File: src/rtl/mcf_pkg.sv
package mcf_pkg;

    localparam int OP_W = 6;

    localparam logic [OP_W-1:0] OPC_RTYPE  = 6'b000000;
    localparam logic [OP_W-1:0] OPC_LOAD   = 6'b100011;
    localparam logic [OP_W-1:0] OPC_STORE  = 6'b101011;
    localparam logic [OP_W-1:0] OPC_BRANCH = 6'b000100;
    localparam logic [OP_W-1:0] OPC_JUMP   = 6'b000010;

    localparam int SEL2_W = 2;

    // Steps of the sequencer; fetch is the reset step
    typedef enum logic [3:0] {
        ST_FETCH,
        ST_DECODE,
        ST_MADDR,
        ST_LDRD,
        ST_LDWB,
        ST_STWR,
        ST_REXE,
        ST_RWB,
        ST_BEQ,
        ST_JMP
    } step_e;

    typedef enum logic [2:0] {
        CL_RTYPE,
        CL_LOAD,
        CL_STORE,
        CL_BRANCH,
        CL_JUMP,
        CL_OTHER
    } opclass_e;

    typedef struct packed {
        logic              pc_wr;
        logic              pc_wr_cond;
        logic              addr_sel;
        logic              mem_rd;
        logic              mem_wr;
        logic              ir_wr;
        logic              wb_sel;
        logic [SEL2_W-1:0] pc_src;
        logic [SEL2_W-1:0] alu_op;
        logic              alu_a_sel;
        logic [SEL2_W-1:0] alu_b_sel;
        logic              rf_wr;
        logic              rf_dst_sel;
    } ctrl_t;

    typedef struct packed {
        step_e step;
    } seq_state_t;

endpackage

File: src/rtl/mcf_opclass.sv
module mcf_opclass
    import mcf_pkg::*;
(
    input  logic [OP_W-1:0] opcode,
    output opclass_e        cls
);
    // Sort the raw opcode into the instruction kind that picks a chain
    always_comb begin
        unique case (opcode)
            OPC_RTYPE:  cls = CL_RTYPE;
            OPC_LOAD:   cls = CL_LOAD;
            OPC_STORE:  cls = CL_STORE;
            OPC_BRANCH: cls = CL_BRANCH;
            OPC_JUMP:   cls = CL_JUMP;
            default:    cls = CL_OTHER;
        endcase
    end
endmodule

File: src/rtl/mcf_next.sv
module mcf_next
    import mcf_pkg::*;
(
    input  step_e    cur,
    input  opclass_e cls,
    output step_e    nxt
);
    always_comb begin
        nxt = ST_FETCH;
        unique case (cur)
            ST_FETCH:  nxt = ST_DECODE;
            ST_DECODE: begin
                unique case (cls)
                    CL_RTYPE:          nxt = ST_REXE;
                    CL_LOAD, CL_STORE: nxt = ST_MADDR;
                    CL_BRANCH:         nxt = ST_BEQ;
                    CL_JUMP:           nxt = ST_JMP;
                    default:           nxt = ST_FETCH;
                endcase
            end
            ST_MADDR: begin
                // second and last opcode-dependent split
                if (cls == CL_LOAD)       nxt = ST_LDRD;
                else if (cls == CL_STORE) nxt = ST_STWR;
                else                      nxt = ST_FETCH;
            end
            ST_LDRD:   nxt = ST_LDWB;
            ST_REXE:   nxt = ST_RWB;
            ST_LDWB, ST_STWR, ST_RWB, ST_BEQ, ST_JMP: nxt = ST_FETCH;
            default:   nxt = ST_FETCH;
        endcase
    end
endmodule

File: src/rtl/mcf_outdec.sv
module mcf_outdec
    import mcf_pkg::*;
(
    input  step_e cur,
    output ctrl_t ctl
);
    // Moore decode: outputs follow the step alone; unused lines stay 0
    always_comb begin
        ctl = '0;
        unique case (cur)
            ST_FETCH: begin
                ctl.mem_rd    = 1'b1;
                ctl.ir_wr     = 1'b1;
                ctl.pc_wr     = 1'b1;
                ctl.alu_b_sel = 2'b01;
            end
            ST_DECODE: begin
                ctl.alu_b_sel = 2'b11;
            end
            ST_MADDR: begin
                ctl.alu_a_sel = 1'b1;
                ctl.alu_b_sel = 2'b10;
            end
            ST_LDRD: begin
                ctl.mem_rd   = 1'b1;
                ctl.addr_sel = 1'b1;
            end
            ST_LDWB: begin
                ctl.rf_wr  = 1'b1;
                ctl.wb_sel = 1'b1;
            end
            ST_STWR: begin
                ctl.mem_wr   = 1'b1;
                ctl.addr_sel = 1'b1;
            end
            ST_REXE: begin
                ctl.alu_a_sel = 1'b1;
                ctl.alu_op    = 2'b10;
            end
            ST_RWB: begin
                ctl.rf_wr      = 1'b1;
                ctl.rf_dst_sel = 1'b1;
            end
            ST_BEQ: begin
                ctl.alu_a_sel  = 1'b1;
                ctl.alu_op     = 2'b01;
                ctl.pc_src     = 2'b01;
                ctl.pc_wr_cond = 1'b1;
            end
            ST_JMP: begin
                ctl.pc_src = 2'b10;
                ctl.pc_wr  = 1'b1;
            end
            default: ctl = '0;
        endcase
    end
endmodule

File: src/rtl/mc_ctrl_fsm.sv
module mc_ctrl_fsm
    import mcf_pkg::*;
(
    input  logic              clk,
    input  logic              rst,
    input  logic [OP_W-1:0]   opcode,
    output logic              pc_wr,
    output logic              pc_wr_cond,
    output logic              addr_sel,
    output logic              mem_rd,
    output logic              mem_wr,
    output logic              ir_wr,
    output logic              wb_sel,
    output logic [SEL2_W-1:0] pc_src,
    output logic [SEL2_W-1:0] alu_op,
    output logic              alu_a_sel,
    output logic [SEL2_W-1:0] alu_b_sel,
    output logic              rf_wr,
    output logic              rf_dst_sel
);
    seq_state_t st_d, st_q;
    opclass_e   cls;
    step_e      step_adv;
    ctrl_t      ctl;

    mcf_opclass u_cls (
        .opcode (opcode),
        .cls    (cls)
    );

    mcf_next u_next (
        .cur (st_q.step),
        .cls (cls),
        .nxt (step_adv)
    );

    mcf_outdec u_dec (
        .cur (st_q.step),
        .ctl (ctl)
    );

    // next value: reset takes precedence over any advance
    always_comb begin
        st_d = st_q;
        if (rst) st_d.step = ST_FETCH;
        else     st_d.step = step_adv;
    end

    always_ff @(posedge clk) begin
        st_q <= st_d;
    end

    assign pc_wr      = ctl.pc_wr;
    assign pc_wr_cond = ctl.pc_wr_cond;
    assign addr_sel   = ctl.addr_sel;
    assign mem_rd     = ctl.mem_rd;
    assign mem_wr     = ctl.mem_wr;
    assign ir_wr      = ctl.ir_wr;
    assign wb_sel     = ctl.wb_sel;
    assign pc_src     = ctl.pc_src;
    assign alu_op     = ctl.alu_op;
    assign alu_a_sel  = ctl.alu_a_sel;
    assign alu_b_sel  = ctl.alu_b_sel;
    assign rf_wr      = ctl.rf_wr;
    assign rf_dst_sel = ctl.rf_dst_sel;
endmodule

File: config.mk
export PLATFORM = sky130hd
export DESIGN_NAME = mc_ctrl_fsm
export DESIGN_NICKNAME = d
export VERILOG_FILES = /design/src/rtl/mcf_pkg.sv /design/src/rtl/mcf_opclass.sv /design/src/rtl/mcf_next.sv /design/src/rtl/mcf_outdec.sv /design/src/rtl/mc_ctrl_fsm.sv
export SDC_FILE = /design/constraint.sdc
export NUM_CORES = 1
export LEC_CHECK = 0
export CORE_AREA = 3 3 40 42
export DETAILED_ROUTE_END_ITERATION = 8
export DIE_AREA = 0 0 43 45
export DONT_BUFFER_PORTS = 1
export PLACE_DENSITY = 0.61
export SLEW_MARGIN = 30
export SYNTH_ARGS = -nofsm -noshare
export SYNTH_HDL_FRONTEND = slang
export SYNTH_SLANG_ARGS = --single-unit
File: constraint.sdc
create_clock -name clk -period 1.68 [get_ports clk]
set_input_delay 0.336 -clock clk [delete_from_list [all_inputs] [get_ports clk]]
set_output_delay 0.336 -clock clk [all_outputs]
set_load 0.1 [all_outputs]
== After elaboration in Yosys (flattened, before gate mapping) ==
Cells that the tools add are included.

* Bits in registers: 4
* Bits in latches: 0
* Memory bits (writable): 0
* ROM bits: 0
* Input port bits: 8
* Output and inout bits: 16
* Word-level logic and storage cells: 45
* Memories kept: 0

* Add/sub/neg operators: 0
* Multiply operators: 0
* Div/mod/pow operators: 0
* Order comparisons: 0
* Eq/ne operators: 17
* Shift operators: 0
* Multiplexer cells: 18
* Bitwise logic cells: 0
* Reduce and logical (&&, ||, !) cells: 9

{| class="wikitable"
|+ Operator list
! cell !! number
|-
| 4-bit case mux with 5 select lines || 1
|-
| 4-bit by 3-bit equality test with 1-bit output, second input constant || 4
|-
| 4-bit case mux with 4 select lines || 1
|-
| 3-bit case mux with 5 select lines || 1
|-
| 6-bit equality test, second input constant || 2
|-
| 1-bit two-way mux || 10
|-
| 2-bit OR reduction || 5
|-
| 4-bit by 2-bit equality test with 1-bit output, second input constant || 2
|-
| 4-bit equality test, second input constant || 2
|-
| 2-bit case mux with 2 select lines || 2
|-
| 3-bit by 2-bit equality test with 1-bit output, second input constant || 2
|-
| 6-bit by 2-bit equality test with 1-bit output, second input constant || 1
|-
| 6-bit by 3-bit equality test with 1-bit output, second input constant || 1
|-
| 6-bit zero test || 1
|-
| 2-bit case mux with 3 select lines || 1
|-
| 4-bit by 1-bit equality test with 1-bit output, second input constant || 1
|-
| 4-bit zero test || 1
|-
| 4-bit two-way mux || 1
|-
| 3-bit by 1-bit equality test with 1-bit output, second input constant || 1
|-
| 3-bit equality test, second input constant || 1
|-
| 3-bit zero test || 1
|-
| 3-bit two-way mux || 1
|-
| 3-bit OR reduction || 1
|}

== Depth between registers and ports, before layout ==
* Depth in word-level cells: 6
* Depth in mapped cells: 5
* Gate-level depth less buffers: 4

== Hierarchy ==
From an unflattened synthesis, not the netlist that was laid out.

* Cells, all modules: 68
* Area, all modules: 545.5 sq um

{| class="wikitable"
|+ By module, submodules not included
! module !! instances !! cells each !! area each (sq um) !! sequential area each (sq um)
|-
| mcf_outdec || 1 || 26 || 207.7 || 0.0
|-
| mcf_next || 1 || 25 || 166.4 || 0.0
|-
| mc_ctrl_fsm || 1 || 8 || 105.1 || 80.1
|-
| mcf_opclass || 1 || 9 || 66.3 || 0.0
|}

== Worst setup path after synthesis ==
Ideal clock, no wire load.

* Kind: register to output
* Start: register st_q[1] (netlist bit)
* End: output port mem_rd
* Arrival: 3.905 ns
* Data required time: 1.344 ns
* Path slack: -2.561 ns
* Cell stages (with the launch flop): 4
* Buffers on the path: 1
* Path through: dfxtp_1 buf_2 nand2b_1 nor4b_1

* Cells in the longest elaborated chain, start to end: 3
* Elaborated cells on any way between the ends: 4

{| class="wikitable"
|+ Ends and longest elaborated chain
! element !! line !! source
|-
| start, declared || mc_ctrl_fsm.sv:21 || <nowiki>seq_state_t st_d, st_q;</nowiki>
|-
| start signal, assigned || mc_ctrl_fsm.sv:50 || <nowiki>st_q <= st_d;</nowiki>
|-
| 4-bit by 2-bit equality test with 1-bit output or 4-bit zero test (tied branches) || mcf_outdec.sv:10 || <nowiki>unique case (cur)</nowiki>
|-
| 2-bit OR reduction (no line) * || n/a ||
|-
| 1-bit two-way mux * || mcf_outdec.sv:10 ||
|-
| end, declared || mc_ctrl_fsm.sv:10 || <nowiki>output logic mem_rd,</nowiki>
|}

Mark *: on every way between the ends. The rest lies on a longest branch, timed or not.

== Worst setup path in the final report ==
* Start: register st_q[2] (netlist bit)
* End: output port mem_rd

Same word-level chain as after synthesis.

==> results.sh <==
export IMPL_status="complete, but fails checks"
export IMPL_violations="negative setup slack"
export IMPL_dp_slack_ns=0.09109
export IMPL_grt_pass1_wl_mm=2.587
export IMPL_synth_area_um2=475.5
export IMPL_cp_end_kind="output pin"
export IMPL_clk_path_buf_depth=2
export IMPL_dpl_hpwl_mm=1.133
export IMPL_finalSetupViolCount=6
export IMPL_ys_top_cells_by_count="nor2_1, nand2b_1, nor3_1"
export IMPL_maxCapViolations=0
export IMPL_fin_skew_ns=0.003015
export IMPL_r2r_slack_ns=0.24
export IMPL_cts_tree="done"
export IMPL_grt_max_degree=14
export IMPL_post_route_util_pct=86.56
export IMPL_cp_max_fo=7
export IMPL_ant_nets=0
export IMPL_hold_ws_ns=0.1471
export IMPL_rr_worst_depth=6
export IMPL_clockRootBuffer="clkbuf_4"
export IMPL_synth_top_area_cell="dfxtp_1"
export IMPL_r2r_start="st_q[2]"
export IMPL_antenna_found_initial=0
export IMPL_avgSynthCellArea_um2=7.669
export IMPL_fin_crit_sh_pct=102.8
export IMPL_synth_compound_area_share_pct=22.63
export IMPL_via_per_inst=5.536
export IMPL_slew_viol_final=0
export IMPL_min_period_ns=1.727
export IMPL_p_per_area_mw_per_mm2=417.1
export IMPL_io_buffers=0
export IMPL_die_h_um=45
export IMPL_startpoint_type="register"
export IMPL_grt_overflow=0
export IMPL_firstDrtPassIters=4
export IMPL_arrival_ns=1.39
export IMPL_clkSlewWorstSetupHoldPaths_ns=0.04
export IMPL_wl_mm=1.615
export IMPL_dp_cells=93
export IMPL_worstHoldPathCells=1
export IMPL_synthMuxAreaShare_pct=2.368
export IMPL_leakage_nw=0.4095
export IMPL_largest_register="st_q"
export IMPL_synth_most_common_cell="nor2_1"
export IMPL_total_power_mw=0.4640
export IMPL_synthAdderAreaFrac_pct=0
export IMPL_synth_net_count=70
export IMPL_tightest_slew_ns=0.5188
export IMPL_yosys_register_bits=4
export IMPL_synthTopCellsByArea="dfxtp_1, nand2b_1, nor3_1"
export IMPL_largest_reg_flops=4
export IMPL_grt_setup_unrepaired="true"
export IMPL_required_ns=1.34
export IMPL_slew_headroom_pct=64.52
export IMPL_postSynthCellCount=62
export IMPL_initial_core_util_pct=37.00
export IMPL_synth_edf_count=0
export IMPL_cpMostUsedCell="buf_12"
export IMPL_first_global_vias=605
export IMPL_layout_nets=104
export IMPL_synth_top_area_share_pct=16.84
export IMPL_hold_start="rst"
export IMPL_cts_sinks=4
export IMPL_dieWidth_um=43
export IMPL_whs_endpoint="st_q[2]"
export IMPL_synth_top_family_by_area="simple AND/OR/NAND/NOR gates"
export IMPL_syn_to_final_growth_pct=133.9
export IMPL_regToRegEndpoint="st_q[0]"
export IMPL_dr_first_iter_drc_count=9
export IMPL_slowest_delay_ns=0.35
export IMPL_grt_util_all_layers_pct=18.00
export IMPL_setup_slack_ns=-0.04676
export IMPL_ys_flop_type="dfxtp_1"
export IMPL_crit_chain="buf_12 > buf_4 > nor4b_4 > buf_12"
export IMPL_clk_latency_ns=0.24
export IMPL_postCtsHoldBufs=0
export IMPL_finalWeightedCongestion=0.8009
export IMPL_synth_cell_type_count=36
export IMPL_core_area_mm2=0.001285
export IMPL_synth_xor_area_share_pct=1.842
export IMPL_path_class="reg2out"
export IMPL_drive_above_1_share_pct=70.53
export IMPL_ios=24
export IMPL_fmax_ghz=0.5791
export IMPL_hold_viol_final=0
export IMPL_rows=13
export IMPL_htreeDepth=1
export IMPL_cts_buffers=3
export IMPL_drc=0
export IMPL_synthArstFlopShare_pct=0
export IMPL_reg_top3="st_q: 4 flops"
export IMPL_synth_warnings=0
export IMPL_yosys_area_share_simple_pct=50.53
export IMPL_seq_area_frac_synth_pct=16.84
export IMPL_cp_slowest_cell="dfxtp_4"
export IMPL_wl_per_cell_um=14.68
export IMPL_diodes=0
export IMPL_die_area_mm2=0.001935
export IMPL_vdd_drop_max_mv=0.4239
export IMPL_holdCritPathClass="in2reg"
export IMPL_final_cells=110
export IMPL_vias=609
-- per-stage QoR --
step / cell area [um^2] / setup TNS (ns)
after floorplan: 633.1 / -5.665
final: 1112 / -0.1139
after global placement: 930.9 / 0
after detailed placement: 930.9 / 0
after CTS: 1033 / -0.2390
after global routing: 1112 / -0.4969
-- routing by layer --
layer | part of all wire [%] | global-route usage, % | up-vias | wire length (um)
met5 | 0 | 0 | - | 0
met4 | 1.5 | 10.84 | 0 | 25
met3 | 6.7 | 5.179 | 2 | 109
met2 | 53 | 34.13 | 33 | 854
met1 | 39 | 17.15 | 268 | 626
li1 | - | - | 306 | -
-- worst max-delay path, delay by kind of cell, from the launching register on --
| family | cells | cell delay [ns] |
|---|---|---|
| buf+inv | 3 | 0.48 |
| simple gates | 1 | 0.32 |
| flops | 1 | 0.35 |
-- cell usage in the layout, fill, tap and decap left out, types with 2 or more instances in the layout --
master and instances:
nor4_1 2, nor2_4 3, nor4b_4 2, clkbuf_4 3, dfxtp_4 3, buf_12 14, nand2b_4 3, nand3_1 2
o21ai_0 3, buf_4 18, nor2_2 2, nor3_4 4
-- cells by family after synthesis --
group | after synthesis
compound gates | 14
xor+xnor | 1
buf+inv | 6
flops | 4
mux | 1
simple gates | 36
-- layout make-up --
class                   instances  area, um^2
repair buffers                 34       455.4
inverters                       1       3.754
well taps                      15       18.77
flip-flops and latches          4       92.59
fillers                        68       172.7
clock buffers                   4       26.28
multi-input cells              52       515.5
-- power by group --
group / switching (mW) / internal, mW / total [mW]
Sequential: 0.00384 / 0.0951 / 0.0989
Clock: 0.0458 / 0.0895 / 0.135
Combinational: 0.132 / 0.0973 / 0.230
-- timing repair --
item / CTS / global route
endpoints found under the setup margin: 11 / 10
buffers inserted: 5 / 8
gates resized for setup: 11 / 4
pin swaps: 3 / 2
-- worst max-delay path by stage --
stage	start	end	slack, ns	cells past startpoint
after floorplan	st_q[2]	pc_wr	-0.72	3
after global placement	st_q[0]	mem_rd	0.15	4
after detailed placement	st_q[3]	rf_wr	0.09	4
after CTS	st_q[1]	mem_rd	-0.05	3
after global routing	st_q[2]	pc_wr	-0.09	4
final	st_q[2]	mem_rd	-0.05	4
No activity file was read; power rests on OpenSTA's default activity.
